## src/rtl/hz_pkg.sv

```systemverilog
package hz_pkg;

  typedef enum logic {
    UNIT_ALU = 1'b0,
    UNIT_MUL = 1'b1
  } unit_e;

  // Latency of the selected unit, never below one cycle.
  function automatic int unsigned unit_latency(unit_e u, int unsigned alu_lat,
                                               int unsigned mul_lat);
    int unsigned l;
    l = (u == UNIT_MUL) ? mul_lat : alu_lat;
    return (l == 0) ? 1 : l;
  endfunction

  function automatic int unsigned max_u(int unsigned a, int unsigned b);
    return (a > b) ? a : b;
  endfunction

endpackage

```

## src/rtl/hz_resv_table.sv

```systemverilog
// Write-port reservation table: slot k holds the writer due k cycles ahead.
module hz_resv_table #(
  parameter int unsigned DEPTH = 5,
  parameter int unsigned RW    = 5,
  parameter int unsigned LW    = 3
) (
  input  logic          clk,
  input  logic          rst_n,
  input  logic          ins_en,
  input  logic [LW-1:0] ins_lat,
  input  logic [RW-1:0] ins_reg,
  input  logic          ins_unit,
  input  logic [LW-1:0] probe_lat,
  output logic          probe_busy,
  output logic          wb_valid,
  output logic [RW-1:0] wb_reg,
  output logic          wb_unit
);

  logic [DEPTH-1:0] busy_w;
  logic [RW-1:0]    reg_w  [DEPTH];
  logic             unit_w [DEPTH];

  for (genvar i = 0; i < DEPTH; i++) begin : g_slot
    logic          b_q;
    logic [RW-1:0] r_q;
    logic          u_q;
    logic          load;

    // A writer with latency L lands in slot L-1 after this edge.
    assign load = ins_en && (ins_lat == LW'(i + 1));

    if (i == DEPTH - 1) begin : g_top
      always_ff @(posedge clk) begin
        if (!rst_n) begin
          b_q <= 1'b0;
          r_q <= '0;
          u_q <= 1'b0;
        end else if (load) begin
          b_q <= 1'b1;
          r_q <= ins_reg;
          u_q <= ins_unit;
        end else begin
          b_q <= 1'b0;
          r_q <= '0;
          u_q <= 1'b0;
        end
      end
    end else begin : g_mid
      always_ff @(posedge clk) begin
        if (!rst_n) begin
          b_q <= 1'b0;
          r_q <= '0;
          u_q <= 1'b0;
        end else if (load) begin
          b_q <= 1'b1;
          r_q <= ins_reg;
          u_q <= ins_unit;
        end else begin
          b_q <= busy_w[i+1];
          r_q <= reg_w[i+1];
          u_q <= unit_w[i+1];
        end
      end
    end

    assign busy_w[i] = b_q;
    assign reg_w[i]  = r_q;
    assign unit_w[i] = u_q;
  end

  always_comb begin
    probe_busy = 1'b0;
    for (int i = 0; i < DEPTH; i++) begin
      if (probe_lat == LW'(i)) probe_busy = busy_w[i];
    end
  end

  assign wb_valid = busy_w[0];
  assign wb_reg   = reg_w[0];
  assign wb_unit  = unit_w[0];

endmodule

```

## src/rtl/hz_pend_file.sv

```systemverilog
// Per-register countdown of cycles until the outstanding write commits.
module hz_pend_file #(
  parameter int unsigned NUM_REGS = 32,
  parameter int unsigned RW       = 5,
  parameter int unsigned LW       = 3
) (
  input  logic          clk,
  input  logic          rst_n,
  input  logic          set_en,
  input  logic [RW-1:0] set_reg,
  input  logic [LW-1:0] set_val,
  input  logic [RW-1:0] q_a,
  input  logic [RW-1:0] q_b,
  input  logic [RW-1:0] q_d,
  output logic          busy_a,
  output logic          busy_b,
  output logic          busy_d
);

  logic [LW-1:0] cnt_w [NUM_REGS];

  for (genvar r = 0; r < NUM_REGS; r++) begin : g_reg
    if (r == 0) begin : g_zero
      assign cnt_w[r] = '0;
    end else begin : g_cnt
      logic [LW-1:0] c_q;
      always_ff @(posedge clk) begin
        if (!rst_n)                              c_q <= '0;
        else if (set_en && set_reg == RW'(r))    c_q <= set_val;
        else if (c_q != '0)                      c_q <= c_q - 1'b1;
      end
      assign cnt_w[r] = c_q;
    end
  end

  function automatic logic pending(input logic [RW-1:0] idx);
    logic hit;
    hit = 1'b0;
    for (int r = 0; r < NUM_REGS; r++) begin
      if (idx == RW'(r)) hit = (cnt_w[r] != '0);
    end
    return hit;
  endfunction

  assign busy_a = pending(q_a);
  assign busy_b = pending(q_b);
  assign busy_d = pending(q_d);

endmodule

```

## src/rtl/hz_issue_gate.sv

```systemverilog
// Combines the hazard indications into the decode stall and the accept strobes.
module hz_issue_gate (
  input  logic issue_valid,
  input  logic src_a_nz,
  input  logic src_b_nz,
  input  logic dst_nz,
  input  logic busy_a,
  input  logic busy_b,
  input  logic busy_d,
  input  logic slot_taken,
  output logic raw_hit,
  output logic waw_hit,
  output logic port_hit,
  output logic stall,
  output logic accept,
  output logic record
);

  assign raw_hit  = (src_a_nz && busy_a) || (src_b_nz && busy_b);
  assign waw_hit  = dst_nz && busy_d;
  assign port_hit = dst_nz && slot_taken;
  assign stall    = issue_valid && (raw_hit || waw_hit || port_hit);
  assign accept   = issue_valid && !stall;
  assign record   = accept && dst_nz;

endmodule

```

## src/rtl/hz_wb_ctl.sv

```systemverilog
module hz_wb_ctl #(
  parameter int unsigned NUM_REGS = 32,
  parameter int unsigned ALU_LAT  = 1,
  parameter int unsigned MUL_LAT  = 4
) (
  input  logic                        clk,
  input  logic                        rst_n,
  input  logic                        issue_valid,
  input  logic                        unit_sel,
  input  logic [$clog2(NUM_REGS)-1:0] src_a,
  input  logic [$clog2(NUM_REGS)-1:0] src_b,
  input  logic [$clog2(NUM_REGS)-1:0] dst,
  output logic                        stall,
  output logic                        wb_valid,
  output logic [$clog2(NUM_REGS)-1:0] wb_reg,
  output logic                        wb_unit
);
  import hz_pkg::*;

  localparam int unsigned RW      = $clog2(NUM_REGS);
  localparam int unsigned MAX_LAT = max_u(unit_latency(UNIT_ALU, ALU_LAT, MUL_LAT),
                                          unit_latency(UNIT_MUL, ALU_LAT, MUL_LAT));
  localparam int unsigned DEPTH   = MAX_LAT + 1;
  localparam int unsigned LW      = $clog2(DEPTH + 1);

  // Named internal events, observed by the bound checker.
  logic          raw_hit, waw_hit, port_hit, accept, record;
  logic          busy_a, busy_b, busy_d, slot_taken;
  logic [LW-1:0] lat_sel;

  assign lat_sel = LW'(unit_latency(unit_e'(unit_sel), ALU_LAT, MUL_LAT));

  hz_pend_file #(.NUM_REGS(NUM_REGS), .RW(RW), .LW(LW)) u_pend (
    .clk     (clk),
    .rst_n   (rst_n),
    .set_en  (record),
    .set_reg (dst),
    .set_val (lat_sel),
    .q_a     (src_a),
    .q_b     (src_b),
    .q_d     (dst),
    .busy_a  (busy_a),
    .busy_b  (busy_b),
    .busy_d  (busy_d)
  );

  hz_resv_table #(.DEPTH(DEPTH), .RW(RW), .LW(LW)) u_resv (
    .clk        (clk),
    .rst_n      (rst_n),
    .ins_en     (record),
    .ins_lat    (lat_sel),
    .ins_reg    (dst),
    .ins_unit   (unit_sel),
    .probe_lat  (lat_sel),
    .probe_busy (slot_taken),
    .wb_valid   (wb_valid),
    .wb_reg     (wb_reg),
    .wb_unit    (wb_unit)
  );

  hz_issue_gate u_gate (
    .issue_valid (issue_valid),
    .src_a_nz    (src_a != '0),
    .src_b_nz    (src_b != '0),
    .dst_nz      (dst != '0),
    .busy_a      (busy_a),
    .busy_b      (busy_b),
    .busy_d      (busy_d),
    .slot_taken  (slot_taken),
    .raw_hit     (raw_hit),
    .waw_hit     (waw_hit),
    .port_hit    (port_hit),
    .stall       (stall),
    .accept      (accept),
    .record      (record)
  );

endmodule

```

## config.mk

```make
export PLATFORM = sky130hd
export DESIGN_NAME = hz_wb_ctl
export DESIGN_NICKNAME = d
export VERILOG_FILES = /design/src/rtl/hz_pkg.sv /design/src/rtl/hz_resv_table.sv /design/src/rtl/hz_pend_file.sv /design/src/rtl/hz_issue_gate.sv /design/src/rtl/hz_wb_ctl.sv
export SDC_FILE = /design/constraint.sdc
export NUM_CORES = 1
export LEC_CHECK = 0
export ABC_AREA = 1
export CELL_PAD_IN_SITES_DETAIL_PLACEMENT = 0
export CELL_PAD_IN_SITES_GLOBAL_PLACEMENT = 1
export CORE_ASPECT_RATIO = 1.2
export CORE_MARGIN = 2
export CORE_UTILIZATION = 45
export CTS_CLUSTER_SIZE = 12
export DETAILED_ROUTE_END_ITERATION = 7
export DONT_BUFFER_PORTS = 1
export PLACE_DENSITY_LB_ADDON = 0.1
export SYNTH_ARGS = -nofsm -noshare
export SYNTH_HDL_FRONTEND = slang
export SYNTH_SLANG_ARGS = --single-unit
```

## constraint.sdc

```tcl
create_clock -name clk -period 8.82 [get_ports clk]
set_input_delay 0.441 -clock clk [delete_from_list [all_inputs] [get_ports clk]]
set_output_delay 0.441 -clock clk [all_outputs]
set_load 0.02 [all_outputs]
```

# After elaboration in Yosys (flattened, before gate mapping)
# Cells that the tools add are included.
[totals] reg_bits=128 inputBits=19 output_inout_bits=8 word_cells=465
[op_classes] n_addsub=31 eq_ne=98 mux=175 n_reduce_logical=115
[ops] operator="$eq 5x5->1 const B" count=48
[ops] operator="$mux 3" count=64
[ops] operator="$eq 5x4->1 const B" count=24
[ops] operator="$mux 1" count=107
[ops] operator="$reduce_bool 3->1" count=31
[ops] operator="$sub 3x1->3 const B" count=31
[ops] operator="$reduce_bool 2->1" count=31
[ops] operator="$eq 5x3->1 const B" count=12
[ops] operator="$logic_and 1x1->1" count=43
[ops] operator="$logic_not 32->1" count=1
[ops] operator="$eq 5x2->1 const B" count=6
[ops] operator="$mux 5" count=4
[ops] operator="$eq 5x1->1 const B" count=3
[ops] operator="$reduce_bool 5->1" count=3
[ops] operator="$eq 3x2->1 const B" count=2
[ops] operator="$eq 3x3->1 const B" count=2
[ops] operator="$eq 3x1->1 const B" count=1
[ops] operator="$logic_not 3->1" count=1
[ops] operator="$logic_or 1x1->1" count=3
[ops] operator="$reduce_and 2->1" count=1
[ops] operator="$logic_not 1->1" count=1

# Logic depth before layout (Yosys ltp)
[logic_depth] ltp_word=42 mapped_depth=34 ltp_nobuf=34

# Hierarchy
# From an unflattened synthesis, not the netlist that was laid out.
[hier_totals] hier_cells=1311 hier_area_um2=8461.9
[modules_own_cells] module="hz_pend_file" instances=1 cells_per_inst=1092 area_per_inst_um2=6986.7 seq_area_each_um2=1861.8
[modules_own_cells] module="hz_resv_table" instances=1 cells_per_inst=191 area_per_inst_um2=1348.8 seq_area_each_um2=700.7
[modules_own_cells] module="hz_issue_gate" instances=1 cells_per_inst=14 area_per_inst_um2=70.1 seq_area_each_um2=0.0
[modules_own_cells] module="hz_wb_ctl" instances=1 cells_per_inst=14 area_per_inst_um2=56.3 seq_area_each_um2=0.0

# Least setup slack after synthesis
# OpenSTA, ideal clock, no wires.
[synth_timing] path_kind="reg2reg" from="register u_pend.g_reg[3].g_cnt.c_q[0]" to="register u_resv.g_slot[0].r_q[2] (netlist: u_resv.wb_reg[2])" arrival_ns=2.881 slack_ns=5.873 path_stages_with_launch=34 n_path_buf=2 cell_sequence="dfxtp_1 -> inv_1 -> ha_1 -> ha_1 -> clkbuf_1 -> inv_1 -> nand2_1 -> nand3_1 -> o21bai_2 -> nand3_1 -> nor2_1 -> nand2_1 -> nand2_1 -> nand3_1 -> nand2_1 -> nand2_1 -> nand2_1 -> nand3_1 -> nand2_1 -> nand4_1 -> nand2_1 -> nand4_1 -> nand2_1 -> nand3_1 -> nand2_1 -> nand2_1 -> nand2_2 -> nand2_4 -> nor2_8 -> nand3_4 -> nor2_4 -> buf_6 -> o21ai_2 -> a21oi_2"
[synth_between] elab_chain_len=40 word_cells_on_any_way=100 cone_classes="mux: 88; reduce/logical: 12"
[synth_rtl] element="start, declared" line_no="hz_pend_file.sv:26" text="logic [LW-1:0] c_q;"
[synth_rtl] element="start signal, assigned" line_no="hz_pend_file.sv:29" text="else if (set_en && set_reg == RW'(r)) c_q <= set_val;"
[synth_rtl] element="start signal, assigned" line_no="hz_pend_file.sv:30" text="else if (c_q != '0) c_q <= c_q - 1'b1;"
[synth_rtl] element="$reduce_bool 3->1 (*)" line_no="hz_pend_file.sv:40" text="if (idx == RW'(r)) hit = (cnt_w[r] != '0);"
[synth_rtl] element="$mux 1 (29 in a row)" line_no="hz_pend_file.sv:40"
[synth_rtl] element="$logic_and 1x1->1" line_no="hz_issue_gate.sv:19" text="assign raw_hit = (src_a_nz && busy_a) || (src_b_nz && busy_b);"
[synth_rtl] element="$logic_or 1x1->1" line_no="hz_issue_gate.sv:19"
[synth_rtl] element="$logic_or 1x1->1 (*) (2 in a row)" line_no="hz_issue_gate.sv:22" text="assign stall = issue_valid && (raw_hit || waw_hit || port_hit);"
[synth_rtl] element="$logic_and 1x1->1 (*)" line_no="hz_issue_gate.sv:22"
[synth_rtl] element="$logic_not 1->1 (*)" line_no="hz_issue_gate.sv:23" text="assign accept = issue_valid && !stall;"
[synth_rtl] element="$logic_and 1x1->1 (*)" line_no="hz_issue_gate.sv:23"
[synth_rtl] element="$logic_and 1x1->1 (*)" line_no="hz_issue_gate.sv:24" text="assign record = accept && dst_nz;"
[synth_rtl] element="$logic_and 1x1->1 (*)" line_no="hz_resv_table.sv:31" text="assign load = ins_en && (ins_lat == LW'(i + 1));"
[synth_rtl] element="$mux 5 (*)" line_no="hz_resv_table.sv:55" text="end else if (load) begin"
[synth_rtl] element="end signal, assigned" line_no="hz_resv_table.sv:57" text="r_q <= ins_reg;"
[synth_rtl] element="end signal, assigned" line_no="hz_resv_table.sv:61" text="r_q <= reg_w[i+1];"
[synth_rtl] element="end, declared" line_no="hz_resv_table.sv:26" text="logic [RW-1:0] r_q;"
# Mark *: on every way between the ends. The rest lies on a longest branch, timed or not.
# A chain may end at the register's enable or synchronous reset.

# Worst setup path after layout
[layout_timing] from="register u_pend.g_reg[2].g_cnt.c_q[0]" to="output port stall"
[layout_between] elab_chain_len=36 word_cells_on_any_way=98 cone_classes="mux: 90; reduce/logical: 8"
[layout_rtl] element="start, declared" line_no="hz_pend_file.sv:26"
[layout_rtl] element="start signal, assigned" line_no="hz_pend_file.sv:29"
[layout_rtl] element="start signal, assigned" line_no="hz_pend_file.sv:30"
[layout_rtl] element="$reduce_bool 3->1 (*)" line_no="hz_pend_file.sv:40"
[layout_rtl] element="$mux 1 (30 in a row)" line_no="hz_pend_file.sv:40"
[layout_rtl] element="$logic_and 1x1->1" line_no="hz_issue_gate.sv:19"
[layout_rtl] element="$logic_or 1x1->1" line_no="hz_issue_gate.sv:19"
[layout_rtl] element="$logic_or 1x1->1 (*) (2 in a row)" line_no="hz_issue_gate.sv:22"
[layout_rtl] element="$logic_and 1x1->1 (*)" line_no="hz_issue_gate.sv:22"
[layout_rtl] element="end, declared" line_no="hz_wb_ctl.sv:13" text="output logic stall,"
# Marks and branches as above.

==> reports/results.ini <==
[synthesis]
synth.distinct_cells=36
post_synth_edffs=0
synth.net_count=1192
synth_seq_cells=121
share_of_async_settable_or_async_resettable_flops_after_synthesis=0
syn_inst=1111
synth_top_area_frac=0.324
synth_compound_gate_area_share=0.127
yosys.area_share.adder=0.104
yosysWarnings=0
yosys.area_share.xor_xnor=0.0269
synth_simple_gate_area_frac=0.291
post_synth_instance_area_um2=7490
synth_top_family_by_area=simple AND/OR/NAND/NOR gates
yosys-top-cells-area=sky130_fd_sc_hd__dfxtp_1, sky130_fd_sc_hd__nand2_1, sky130_fd_sc_hd__ha_1, sky130_fd_sc_hd__inv_1, sky130_fd_sc_hd__a21oi_1
yosys_most_used_dff=sky130_fd_sc_hd__dfxtp_1
per_instance_average_area_after_synthesis_um2=6.74
synthDominantAreaCellType=sky130_fd_sc_hd__dfxtp_1
synth.mux.area_fraction=0
ys_seq_area_frac=0.324

[critical_path]
timing.critical_path.required_ns=8.38
timing.critical_path.fanout_max=8
category_of_the_worst_setup_path_launch_point=flop
critPathKind=reg -> out
timing.critical_path.to_type=primary output
worst_path_largest_cell_delay_ns=0.34
critical_path.slowest_cell=sky130_fd_sc_hd__dfxtp_1
timing.critical_path.arrival_ns=3.47
worst_path_most_repeated_cell=sky130_fd_sc_hd__nand2_1

[clock_network]
cts-resized-gates=0
ctsLongestPathBuffers=2
post_cts.repair.setup_buffers=0
cts_inserted_buffers=17
clk_latency_worst_skew_pair_ns=0.43
root_buf_cell=sky130_fd_sc_hd__clkbuf_16
clock_sinks=121
hold_buffers=0
cts_tree=built
cts.reportedPaths.clkPinSlew_ns=0.06
ctsHtreeMaxLevel=4

[floorplan]
die_area_um2=17700
die_width_um=122
fp-row-count=51
floorplan.io_pins=27
die_height_um=145
starting_utilization_of_the_core_area=0.460
design.core.area_um2=16300

[place]
placement.io_buffers=0
place_congestion=0.886
place_hpwl_um=14700

[power_and_ir_drop]
switching_power_mw=1.17
power.share.sequential=0.291
total_power_mw=2.84
cellInternalPower_mw=1.67
comb_power_share=0.456
power.density_nw_per_um2=346
leakage_nw=3.92
ir_worst_vdd_uv=150
clock_power_share=0.253
p_sw_frac=0.412

[sta]
clock.fmax_mhz=255
grt_setup_unrepaired=no
worst_hold_slack_ns=0.108
worstMarginPinSlew_ns=0.777
setup_viol=0
min_period_over_period=0.444
report.final.slew_viol_count=0
totalNegativeSetupSlack_ns=0
finalHoldViolations=0
finalCriticalPeriod_ns=3.92
slew_headroom=0.478
worst_clock_skew_ns=0.00758

[route]
drtPass1Iterations=5
post_drt_via_cell_ratio=5.13
wl_per_cell_um=15.0
drc_errors=0
drt_iter0_drc=426
drt.antenna.violating_nets=0
detailroute.via_count=6777
routed_wire_length_um=19800

[layout]
final_common_cell=sky130_fd_sc_hd__nand2_1
num_antenna_cells=0
number_of_nets_in_the_final_layout=1177
n_fill_cell=1715
drive_gt1_frac=0.0685
flip_flop_count_of_the_largest_register_after_layout=93
layout_overhead_on_the_synthesized_area_pct=9.58
leading_cell_types_in_the_layout_fill_and_taps_excluded=sky130_fd_sc_hd__nand2_1, sky130_fd_sc_hd__inv_1, sky130_fd_sc_hd__dfxtp_1

[run_status]
outcome=finished clean

[global_route]
grt_pass1_vias=6453
grt_pass1_wl_um=32400
groute.usage.overall=0.235
grt_start_max_net_pins=54
number_of_antenna_violations_at_the_first_check_in_global_routing=0
overflow=0

[job]
cap_violations=0

[hold_path]
worst_hold_path_type=in -> reg

-- per-stage QoR --
stage | cells | cell area, um^2 | setup slack [ns] | utilization
final | 1321 | 8200 | 4.90 | 0.504
after global routing | 1321 | 8200 | 4.51 | 0.504
after CTS | 1321 | 8200 | 4.89 | 0.504
after detailed placement | 1289 | 7600 | 4.88 | 0.467
after global placement | 1289 | 7600 | 4.86 | 0.467
after floorplan | 1111 | 7490 | 5.87 | -
-- Yosys cell counts, types with 8 or more instances --
cell,number
sky130_fd_sc_hd__o21ai_0,19
sky130_fd_sc_hd__nand3_1,75
sky130_fd_sc_hd__xor2_1,23
sky130_fd_sc_hd__nand4_1,31
sky130_fd_sc_hd__a21oi_1,98
sky130_fd_sc_hd__nor2_1,106
sky130_fd_sc_hd__nor3_1,30
sky130_fd_sc_hd__buf_1,8
sky130_fd_sc_hd__dfxtp_1,121
sky130_fd_sc_hd__inv_1,198
sky130_fd_sc_hd__ha_1,62
sky130_fd_sc_hd__nand2_1,228
sky130_fd_sc_hd__inv_2,14
sky130_fd_sc_hd__o211ai_1,30
sky130_fd_sc_hd__clkbuf_1,17
-- per-layer routing --
layer  vias to the layer above  track usage  share of wire
met4                         0       0.0897          0.031
met1                      3050        0.292           0.45
met2                       146        0.391           0.47
met5                         -            0              0
met3                        43       0.0570          0.045
li1                       3538            -              -
-- critical path, delay by kind of cell (launching register included) --
kind / cells / cell delay, ns
adders and majority gates: 2 / 0.44
DFF: 1 / 0.34
buffers and inverters: 3 / 0.35
and+or+nand+nor: 23 / 1.92
-- area by class of cell --
class / instances / area, um^2 / share of cell area
clock buffers: 17 / 425 / 0.0519
flip-flops and latches: 121 / 2420 / 0.295
inverters: 214 / 803 / 0.0979
well taps: 212 / 265 / 0.0323
repair buffers: 1 / 7.51 / 0.000915
clock inverters: 15 / 174 / 0.0212
multi-input cells: 741 / 4110 / 0.501
-- worst paths after layout --
check	cells after the start	end	slack, ns	from
setup / recovery	28	stall	4.90	u_pend.g_reg[2].g_cnt.c_q[0]$_SDFFE_PN0P_
hold / removal	2	u_resv.g_slot[2].r_q[0]$_SDFF_PN0_	0.11	rst_n
setup reg to reg	28	u_pend.g_reg[31].g_cnt.c_q[0]$_SDFFE_PN0P_	5.05	u_pend.g_reg[6].g_cnt.c_q[0]$_SDFFE_PN0P_
hold reg to reg	2	u_resv.g_slot[2].b_q$_SDFF_PN0_	0.41	u_resv.g_slot[3].b_q$_SDFF_PN0_
-- power groups by stage --
stage               registers (mW)  clock network [mW]  logic (mW)
finish                       0.827               0.718        1.29
global placement             0.837                   0        1.30
global route                 0.851               0.761        1.51
CTS                          0.827               0.733        1.31
detailed placement           0.838                   0        1.29
floorplan                    0.820                   0        1.02
-- cells by family (layout without fill, tap and decap cells) --
logic type,Yosys count,in the layout
buffers and inverters,249,247
AOI/OAI and AO/OA,163,163
and+or+nand+nor,493,493
adders and majority gates,62,62
DFF,121,121
xor gates and xnor gates,23,23
Power figures use the tool's default switching activity.
